[src/rtl/hbs_pkg.sv]
package hbs_pkg;

  localparam int PS_W = 5;

  typedef enum logic {
    DIR_FWD = 1'b0,
    DIR_REV = 1'b1
  } dir_e;

  // prescale factor from the 2-bit select: 1, 4 or 16
  function automatic logic [PS_W-1:0] ps_factor(input logic [1:0] sel);
    if (sel[1])      return PS_W'(16);
    else if (sel[0]) return PS_W'(4);
    else             return PS_W'(1);
  endfunction

  // clocks left in the period, current clock included, is at most 4*prescale
  function automatic logic in_window(input logic [31:0] cnt, input logic [31:0] pre,
                                     input logic [31:0] per, input logic [31:0] ps);
    logic [31:0] left;
    left = (per - cnt) * ps + (ps - pre);
    return left <= (ps << 2);
  endfunction

endpackage

[src/rtl/hbs_timebase.sv]
module hbs_timebase #(
  parameter int CW = 8
) (
  input  logic          clk,
  input  logic          rst_n,
  input  logic [1:0]    ps_sel,
  input  logic [CW-1:0] per_in,
  output logic [CW-1:0] cnt,
  output logic          bound,
  output logic          win,
  output logic          started
);
  import hbs_pkg::*;

  logic [PS_W-1:0] ps_act, pre_cnt;
  logic [CW-1:0]   per_act, cnt_q;
  logic            started_q;
  logic            tick;

  assign tick  = (pre_cnt == ps_act - PS_W'(1));
  assign bound = tick && (cnt_q == per_act);
  assign win   = in_window(32'(cnt_q), 32'(pre_cnt), 32'(per_act), 32'(ps_act));
  assign cnt     = cnt_q;
  assign started = started_q;

  always_ff @(posedge clk or negedge rst_n) begin
    if (!rst_n) begin
      ps_act    <= PS_W'(1);
      pre_cnt   <= '0;
      per_act   <= '0;
      cnt_q     <= '0;
      started_q <= 1'b0;
    end else if (bound) begin
      pre_cnt   <= '0;
      cnt_q     <= '0;
      per_act   <= per_in;
      ps_act    <= ps_factor(ps_sel);
      started_q <= 1'b1;
    end else if (tick) begin
      pre_cnt <= '0;
      cnt_q   <= cnt_q + 1'b1;
    end else begin
      pre_cnt <= pre_cnt + 1'b1;
    end
  end

  assert_cnt_range_R4: assert property (@(posedge clk) disable iff (!rst_n)
    cnt_q <= per_act);
  assert_pre_range_R4: assert property (@(posedge clk) disable iff (!rst_n)
    pre_cnt < ps_act);
  assert_wrap_R4: assert property (@(posedge clk) disable iff (!rst_n)
    bound |=> (cnt_q == '0 && pre_cnt == '0));
  assert_timing_latch_R6: assert property (@(posedge clk) disable iff (!rst_n)
    !bound |=> ($stable(per_act) && $stable(ps_act)));

endmodule

[src/rtl/hbs_pwm.sv]
module hbs_pwm #(
  parameter int CW = 8
) (
  input  logic          clk,
  input  logic          rst_n,
  input  logic          bound,
  input  logic [CW-1:0] duty_in,
  input  logic [CW-1:0] cnt,
  output logic          pwm
);
  logic [CW-1:0] duty_act;

  always_ff @(posedge clk or negedge rst_n) begin
    if (!rst_n)     duty_act <= '0;
    else if (bound) duty_act <= duty_in;
  end

  assign pwm = (cnt < duty_act);

  assert_duty_latch_R6: assert property (@(posedge clk) disable iff (!rst_n)
    !bound |=> $stable(duty_act));

endmodule

[src/rtl/hbs_dir_ctrl.sv]
module hbs_dir_ctrl (
  input  logic          clk,
  input  logic          rst_n,
  input  logic          dir_req,
  input  logic          win,
  input  logic          bound,
  output hbs_pkg::dir_e active_dir,
  output hbs_pkg::dir_e drive_dir,
  output logic          sw_active
);
  import hbs_pkg::*;

  dir_e pend_q, act_q, tgt_q, tgt;
  logic sw_q, sw_start;

  assign sw_start  = win && (pend_q != act_q);
  assign sw_active = sw_q || sw_start;
  assign tgt       = sw_q ? tgt_q : pend_q;
  assign drive_dir = sw_active ? tgt : act_q;
  assign active_dir = act_q;

  always_ff @(posedge clk or negedge rst_n) begin
    if (!rst_n) begin
      pend_q <= DIR_FWD;
      act_q  <= DIR_FWD;
      tgt_q  <= DIR_FWD;
      sw_q   <= 1'b0;
    end else begin
      pend_q <= dir_e'(dir_req);
      tgt_q  <= tgt;
      if (bound) begin
        act_q <= drive_dir;
        sw_q  <= 1'b0;
      end else begin
        sw_q  <= sw_active;
      end
    end
  end

  assert_dir_hold_R2: assert property (@(posedge clk) disable iff (!rst_n)
    !bound |=> $stable(act_q));
  assert_target_differs_R7: assert property (@(posedge clk) disable iff (!rst_n)
    sw_q |-> (tgt_q != act_q));

endmodule

[src/rtl/hbridge_dir_steer.sv]
module hbridge_dir_steer #(
  parameter int CW = 8
) (
  input  logic          clk,
  input  logic          rst_n,
  input  logic          dir_req,
  input  logic [1:0]    ps_sel,
  input  logic [CW-1:0] duty,
  input  logic [CW-1:0] period,
  output logic          out_a,
  output logic          out_b,
  output logic          out_c,
  output logic          out_d
);
  import hbs_pkg::*;

  logic [CW-1:0] cnt;
  logic          bound, win, started, pwm, sw_active;
  dir_e          active_dir, drive_dir;

  hbs_timebase #(.CW(CW)) u_tb (
    .clk(clk), .rst_n(rst_n), .ps_sel(ps_sel), .per_in(period),
    .cnt(cnt), .bound(bound), .win(win), .started(started)
  );

  hbs_pwm #(.CW(CW)) u_pwm (
    .clk(clk), .rst_n(rst_n), .bound(bound), .duty_in(duty),
    .cnt(cnt), .pwm(pwm)
  );

  hbs_dir_ctrl u_dir (
    .clk(clk), .rst_n(rst_n), .dir_req(dir_req), .win(win), .bound(bound),
    .active_dir(active_dir), .drive_dir(drive_dir), .sw_active(sw_active)
  );

  assign out_a = started && (drive_dir == DIR_FWD);
  assign out_c = started && (drive_dir == DIR_REV);
  assign out_b = started && !sw_active && (active_dir == DIR_REV) && pwm;
  assign out_d = started && !sw_active && (active_dir == DIR_FWD) && pwm;

  assert_ac_exclusive_R8: assert property (@(posedge clk) disable iff (!rst_n)
    !(out_a && out_c));
  assert_bd_off_in_switch_R3: assert property (@(posedge clk) disable iff (!rst_n)
    sw_active |-> (!out_b && !out_d));
  assert_steady_pair_R1: assert property (@(posedge clk) disable iff (!rst_n)
    (started && !sw_active) |-> (out_a == (active_dir == DIR_FWD)));
  assert_idle_R9: assert property (@(posedge clk) disable iff (!rst_n)
    !started |-> !(out_a || out_b || out_c || out_d));

endmodule

[config.mk]
export PLATFORM = sky130hd
export DESIGN_NAME = hbridge_dir_steer
export DESIGN_NICKNAME = d
export VERILOG_FILES = /design/src/rtl/hbs_pkg.sv /design/src/rtl/hbs_timebase.sv /design/src/rtl/hbs_pwm.sv /design/src/rtl/hbs_dir_ctrl.sv /design/src/rtl/hbridge_dir_steer.sv
export SDC_FILE = /design/constraint.sdc
export NUM_CORES = 1
export LEC_CHECK = 0
export ABC_AREA = 0
export BUFFER_PORTS_ARGS = -buffer_cell sky130_fd_sc_hd__buf_4
export CAP_MARGIN = 20
export CORE_UTILIZATION = 57
export CTS_BUF_LIST = sky130_fd_sc_hd__clkbuf_16
export CTS_CLUSTER_DIAMETER = 60
export CTS_CLUSTER_SIZE = 8
export DETAILED_ROUTE_END_ITERATION = 12
export GPL_TIMING_DRIVEN = 0
export HOLD_SLACK_MARGIN = 0.03
export PLACE_DENSITY = 0.78
export SLEW_MARGIN = 0
export SYNTH_ARGS = -nofsm -noshare
export SYNTH_HDL_FRONTEND = slang
export SYNTH_SLANG_ARGS = --single-unit
[constraint.sdc]
create_clock -name clk -period 6.8 [get_ports clk]
set_input_delay 1.02 -clock clk [delete_from_list [all_inputs] [get_ports clk]]
set_output_delay 1.02 -clock clk [all_outputs]
set_load 0.05 [all_outputs]
* Yosys cells after proc, flatten, opt, wreduce, memory -nomap -nowiden
Index checks and enable logic that the tools add are counted.
** Word-level totals
- Bits in registers :: 39
- Input port bits :: 21
** Cells by class
- Add/subtract/negate cells :: 6
- Multiply operators :: 1
- Order comparisons :: 2
- Equality and inequality tests :: 3
- Mux-type cells :: 9
- Bitwise operators :: 2
- Reductions and logical operators :: 12
** Operators with widths (count)
- adder 32 bit :: 1
- less-or-equal comparator 32 x 7 -> 1 bit :: 1
- multiplier 32 x 5 -> 32 bit :: 1
- two-way mux 8 bit :: 2
- two-way mux 5 bit :: 3
- logical AND 1 bit :: 9
- subtractor 8 x 8 -> 9 bit :: 1
- adder 8 x 1 -> 8 bit, second input constant :: 1
- equality test 8 bit :: 1
- less-than comparator 8 bit :: 1
- subtractor 5 x 5 -> 6 bit :: 1
- adder 5 x 1 -> 5 bit, second input constant :: 1
- equality test 5 bit :: 1
- subtractor 5 x 1 -> 5 bit, second input constant :: 1
- two-way mux 1 bit :: 3
- two-way mux 3 bit :: 1
- NOT 1 bit :: 2
- nonzero test 2 bit :: 1
- zero test 1 bit :: 1
- logical OR 1 bit :: 1
- inequality test 1 bit :: 1

* Logic depth before layout (Yosys ltp)
- Depth in word-level cells :: 10
- Mapped depth :: 32

* Cells and area by module
From an unflattened synthesis, not the netlist that was laid out.
** Unflattened totals
- Cells, all modules :: 533
- Area total of the unflattened synthesis :: 4381.7 um^2
** Modules (own cells, without submodules)
- hbs_timebase :: times used 1, cells each 461, area an instance 3691.0 um^2, sequential area each 626.9 um^2
- hbs_pwm :: times used 1, cells each 49, area an instance 454.2 um^2, sequential area each 200.2 um^2
- hbs_dir_ctrl :: times used 1, cells each 19, area an instance 200.2 um^2, sequential area each 100.1 um^2
- hbridge_dir_steer :: times used 1, cells each 4, area an instance 36.3 um^2, sequential area each 0.0 um^2

* Least setup slack after synthesis
OpenSTA, ideal clock, no wires.
- Path type :: flip-flop to output port
- Start point :: register u_tb.cnt_q[1] (netlist: u_tb.cnt[1])
- End point :: output out_d
- Data arrival time :: 7182 ps
- Data required time :: 5780 ps
- Setup slack :: -1402 ps
- Stages on the path, launching flop included :: 32
- Buffers on the path :: 1
- Cells stage by stage :: dfrtp_1 > inv_1 > ha_1 > nor2b_1 > o21ai_0 > nand2_1 > a21oi_1 > o21bai_1 > a21o_1 > a21oi_1 > mux2i_1 > ha_1 > inv_1 > fa_1 > fa_1 > inv_1 > ha_1 > buf_2 > and4_4 > and2_1 > a2111oi_2 > o31ai_1 > a21o_1 > fa_1 > nor2b_1 > o21ai_0 > a211oi_1 > o2111ai_1 > a2111oi_4 > nand4_1 > o22ai_1 > nor4_1
** Between the ends
- Longest elaborated chain between the ends :: 10
- Elaborated cells on any way between the ends :: 11
- Those cells by class :: add/sub (2); mul (1); order compare (2); reduce/logical (6)
** RTL lines
- from (decl) :: line hbs_timebase.sv:16 : logic [CW-1:0] per_act, cnt_q;
- from (signal assigned) :: line hbs_timebase.sv:41 : cnt_q <= cnt_q + 1'b1;
- subtractor 8 x 8 -> 9 bit :: line hbs_pkg.sv:21 : left = (per - cnt) * ps + (ps - pre);
- multiplier 32 x 5 -> 32 bit :: line hbs_pkg.sv:21
- adder 32 bit :: line hbs_pkg.sv:21
- less-or-equal comparator 32 x 7 -> 1 bit :: line hbs_pkg.sv:22 : return left <= (ps << 2);
- logical AND 1 bit :: line hbs_dir_ctrl.sv:16 : assign sw_start = win && (pend_q != act_q);
- logical OR 1 bit :: line hbs_dir_ctrl.sv:17 : assign sw_active = sw_q || sw_start;
- zero test 1 bit :: line hbridge_dir_steer.sv:39 : assign out_d = started && !sw_active && (active_dir == DIR_FWD) && pwm;
- logical AND 1 bit (2 in a row) :: line hbridge_dir_steer.sv:39
- logical AND 1 bit * :: line hbridge_dir_steer.sv:39
- to (decl) :: line hbridge_dir_steer.sv:13 : output logic out_d
Mark *: on every way between the ends. The rest lies on a longest branch, timed or not.

* Final worst setup path
- Start point :: register u_tb.per_act[0]
- End point :: output out_d
** Between the ends
- Longest elaborated chain between the ends :: 10
** RTL lines
- from (decl) :: line hbs_timebase.sv:16
- from (signal assigned) :: line hbs_timebase.sv:36 : per_act <= per_in;
- subtractor 8 x 8 -> 9 bit :: line hbs_pkg.sv:21
- multiplier 32 x 5 -> 32 bit :: line hbs_pkg.sv:21
- adder 32 bit :: line hbs_pkg.sv:21
- less-or-equal comparator 32 x 7 -> 1 bit :: line hbs_pkg.sv:22
- logical AND 1 bit :: line hbs_dir_ctrl.sv:16
- logical OR 1 bit :: line hbs_dir_ctrl.sv:17
- zero test 1 bit :: line hbridge_dir_steer.sv:39
- logical AND 1 bit (3 in a row) :: line hbridge_dir_steer.sv:39
No other way between the ends.

==> results.cfg <==
[status]
status = complete, but fails checks
violations = negative setup slack

[clock_network]
clk_path_buf_depth = 2
ctsHoldBuffers = 0
htree_num_levels = 2
cts_tree = done
clk_pin_slew_ps = 50
clock_sinks = 37
numCtsBuffers = 5
cts_root_buf = clkbuf_16
clock_latency_ps = 280

[floorplan]
floorplan.initialDensity_pct = 59.9
ioPinCount = 25
fp.dieW_um = 90.0
design.core.area_sq_mm = 0.00737
rows = 31
die_h_um = 90.0
dieArea_sq_mm = 0.00810

[synth]
netlist_area_sq_mm = 0.00442
synth_top_cell_area_share_pct = 20.4
ys_types = 64
syn_avg_cell_area_sq_um = 9.18
synth_ff_type = dfrtp_1
synth.most_common_cell = inv_1
synth_largest_area_cell = dfrtp_1
ys_seq_area_share_pct = 21.0
yosys-top-cells-area = dfrtp_1, ha_1, fa_1
yosys_warnings = 0
syn_nets = 590
synthArstFlopShare_pct = 100
synth_edf_count = 0
synthCells = 481
yosys-top-cells-count = inv_1, ha_1, dfrtp_1
synth_seq_cells = 37

[route]
drt_first_pass_iters = 5
vias_per_cell = 5.70
num_vias = 3575
final_antenna_net_count = 0
drc = 0
wl_per_cell_um = 15.6
drt_iter0_markers = 154
drt-total-wl_um = 9760

[critical_path]
critPathCaptureType = output pin
start_kind = register
slowest_stage = fa_2
cpPeakStageDelay_ps = 620
worstPathMaxFanout = 4
path_buf_inv = 4
crit_required_ps = 5780
critPathKind = register to output pin
crit_family = adder cells
crit_path_frequent_cell = ha_4
crit_arrival_ps = 6830

[global_routing]
grt_antenna_before_repair = 0
track_usage_pct = 24.7
grt_max_degree = 38
grt_pass1_vias = 3628
grt_pass1_wl_um = 16500
grt_overflow_total = 0

[cells_and_area]
n_antenna_cell = 0
fillCellCount = 541
fin_cells = 627
syn_to_final_growth_pct = 20.0
drive_above_1_share_pct = 25.6
nets = 637
seqCellArea_sq_um = 930
finish.instance_area_sq_mm = 0.00530
multi_input_area_sq_mm = 0.00344

[sta]
tightest_slew_ps = 569
rsz0062_at_grt = yes
slew_violations = 0
fin_crit_sh_pct = 115
fin_crit_ps = 7850
setup_viol = 4
final_hold_viol_count = 0
clock.fmax_ghz = 0.127
layout_setup_ws_ps = -1050
skew_ps = 6.03
max-slew-margin-rel_pct = 62.0

[placement]
portBuffers = 24
placed_cells = 604
placed_area_sq_mm = 0.00484
pre_cts_ws_ps = -1280
place_congestion = 0.882
post-dp-hpwl_um = 7400

[run]
drv_cap = 0

[min_path]
hp-class = register to register
==> worst reg2reg max path, delay by kind of cell, from the launching register on <==
family / cells / cell delay [ps]
AOI/OAI and AO/OA: 10 / 1780
xor gates and xnor gates: 1 / 150
adders and majority gates: 7 / 2410
buffers and inverters: 4 / 380
DFF: 1 / 380
muxes: 1 / 200
and+or+nand+nor: 8 / 1150
==> layer usage <==
layer,vias to the layer above,wire length (um),GRT usage [%]
li1,1753,-,-
met1,1711,4290,30.9
met2,92,5010,45.2
met3,19,264,1.69
met4,0,192,7.80
met5,-,0,0
==> layout make-up <==
cell class	count	area share, %
plain buffers	13	1.46
clock buffers	5	2.36
clock inverters	2	0.142
inverters	71	5.03
multi-input cells	358	64.9
flip-flops and latches	37	17.5
well taps	99	2.34
repair buffers	42	6.23
==> layout by cell type (no fill, tap or decap), types with 5 or more instances in the layout <==
master,instances
fa_1,21
nor2b_1,5
buf_6,5
clkbuf_1,5
xnor2_1,8
a21oi_1,12
inv_1,63
and2_1,19
xor2_1,9
nand4_1,7
buf_4,39
dfrtp_1,34
nor3_1,9
ha_4,9
mux2i_1,7
nor2_1,27
inv_2,9
buf_2,5
o21ai_0,12
mux2_2,17
nand3_1,7
clkbuf_16,5
nand2_1,30
a21o_1,11
nand2b_1,7
ha_1,53
==> path summary, 6_finish.rpt <==
path | startpoint | end | slack (ps) | cells after the start
max | u_tb.per_act[0]$_DFFE_PN0P_ | out_d | -1050 | 31
min | u_pwm.duty_act[5]$_DFFE_PN0P_ | u_pwm.duty_act[5]$_DFFE_PN0P_ | 500 | 1
max reg2reg | u_tb.per_act[0]$_DFFE_PN0P_ | u_dir.active_dir$_DFFE_PN0P_ | 250 | 31
min reg2reg | u_pwm.duty_act[5]$_DFFE_PN0P_ | u_pwm.duty_act[5]$_DFFE_PN0P_ | 500 | 1
max in group asynchronous | rst_n | u_tb.cnt[2]$_DFFE_PN0P_ | 5760 | 1
min in group asynchronous | rst_n | u_tb.per_act[0]$_DFFE_PN0P_ | 690 | 1
==> through the flow <==
stage / util [%] / hold WS [ps] / setup TNS, ps
after floorplan: - / 461 / -1590
after global placement: 65.7 / 489 / -4880
after detailed placement: 65.7 / 495 / -5240
after CTS: 70.2 / 506 / -3890
after global routing: 71.9 / 512 / -5210
final: 71.9 / 505 / -3950
==> state kept, by name (all words and copies together), names as in the netlist <==
| signal | count |
|---|---|
| u_dir.active_dir | 1 |
| u_dir.pend_q | 1 |
| u_dir.sw_q | 1 |
| u_dir.tgt_q | 1 |
| u_pwm.duty_act | 8 |
| u_tb.cnt | 8 |
| u_tb.per_act | 8 |
| u_tb.pre_cnt | 5 |
| u_tb.ps_act | 3 |
| u_tb.started | 1 |
==> cells by family (layout without fill, tap and decap cells) <==
kind of cell    count (synthesis)  in the layout  synth area share [%]
fa+ha+maj                      88             88                  28.8
flops                          37             37                  21.0
simple gates                  135            135                  16.2
mux                            24             24                  5.92
compound gates                 93             93                  16.6
xor+xnor                       18             18                  3.57
buf+inv                        86            133                  7.90
==> timing repair <==
action / in CTS / in global routing
resized for setup: 23 / 18
setup buffers: 12 / 6
endpoints found under the setup margin: 6 / 6
gates cloned: 0 / 0
pin swaps: 14 / 16
Power is not shown: default switching activity piles up to over one toggle a cycle in this logic, so the estimate is an artifact.
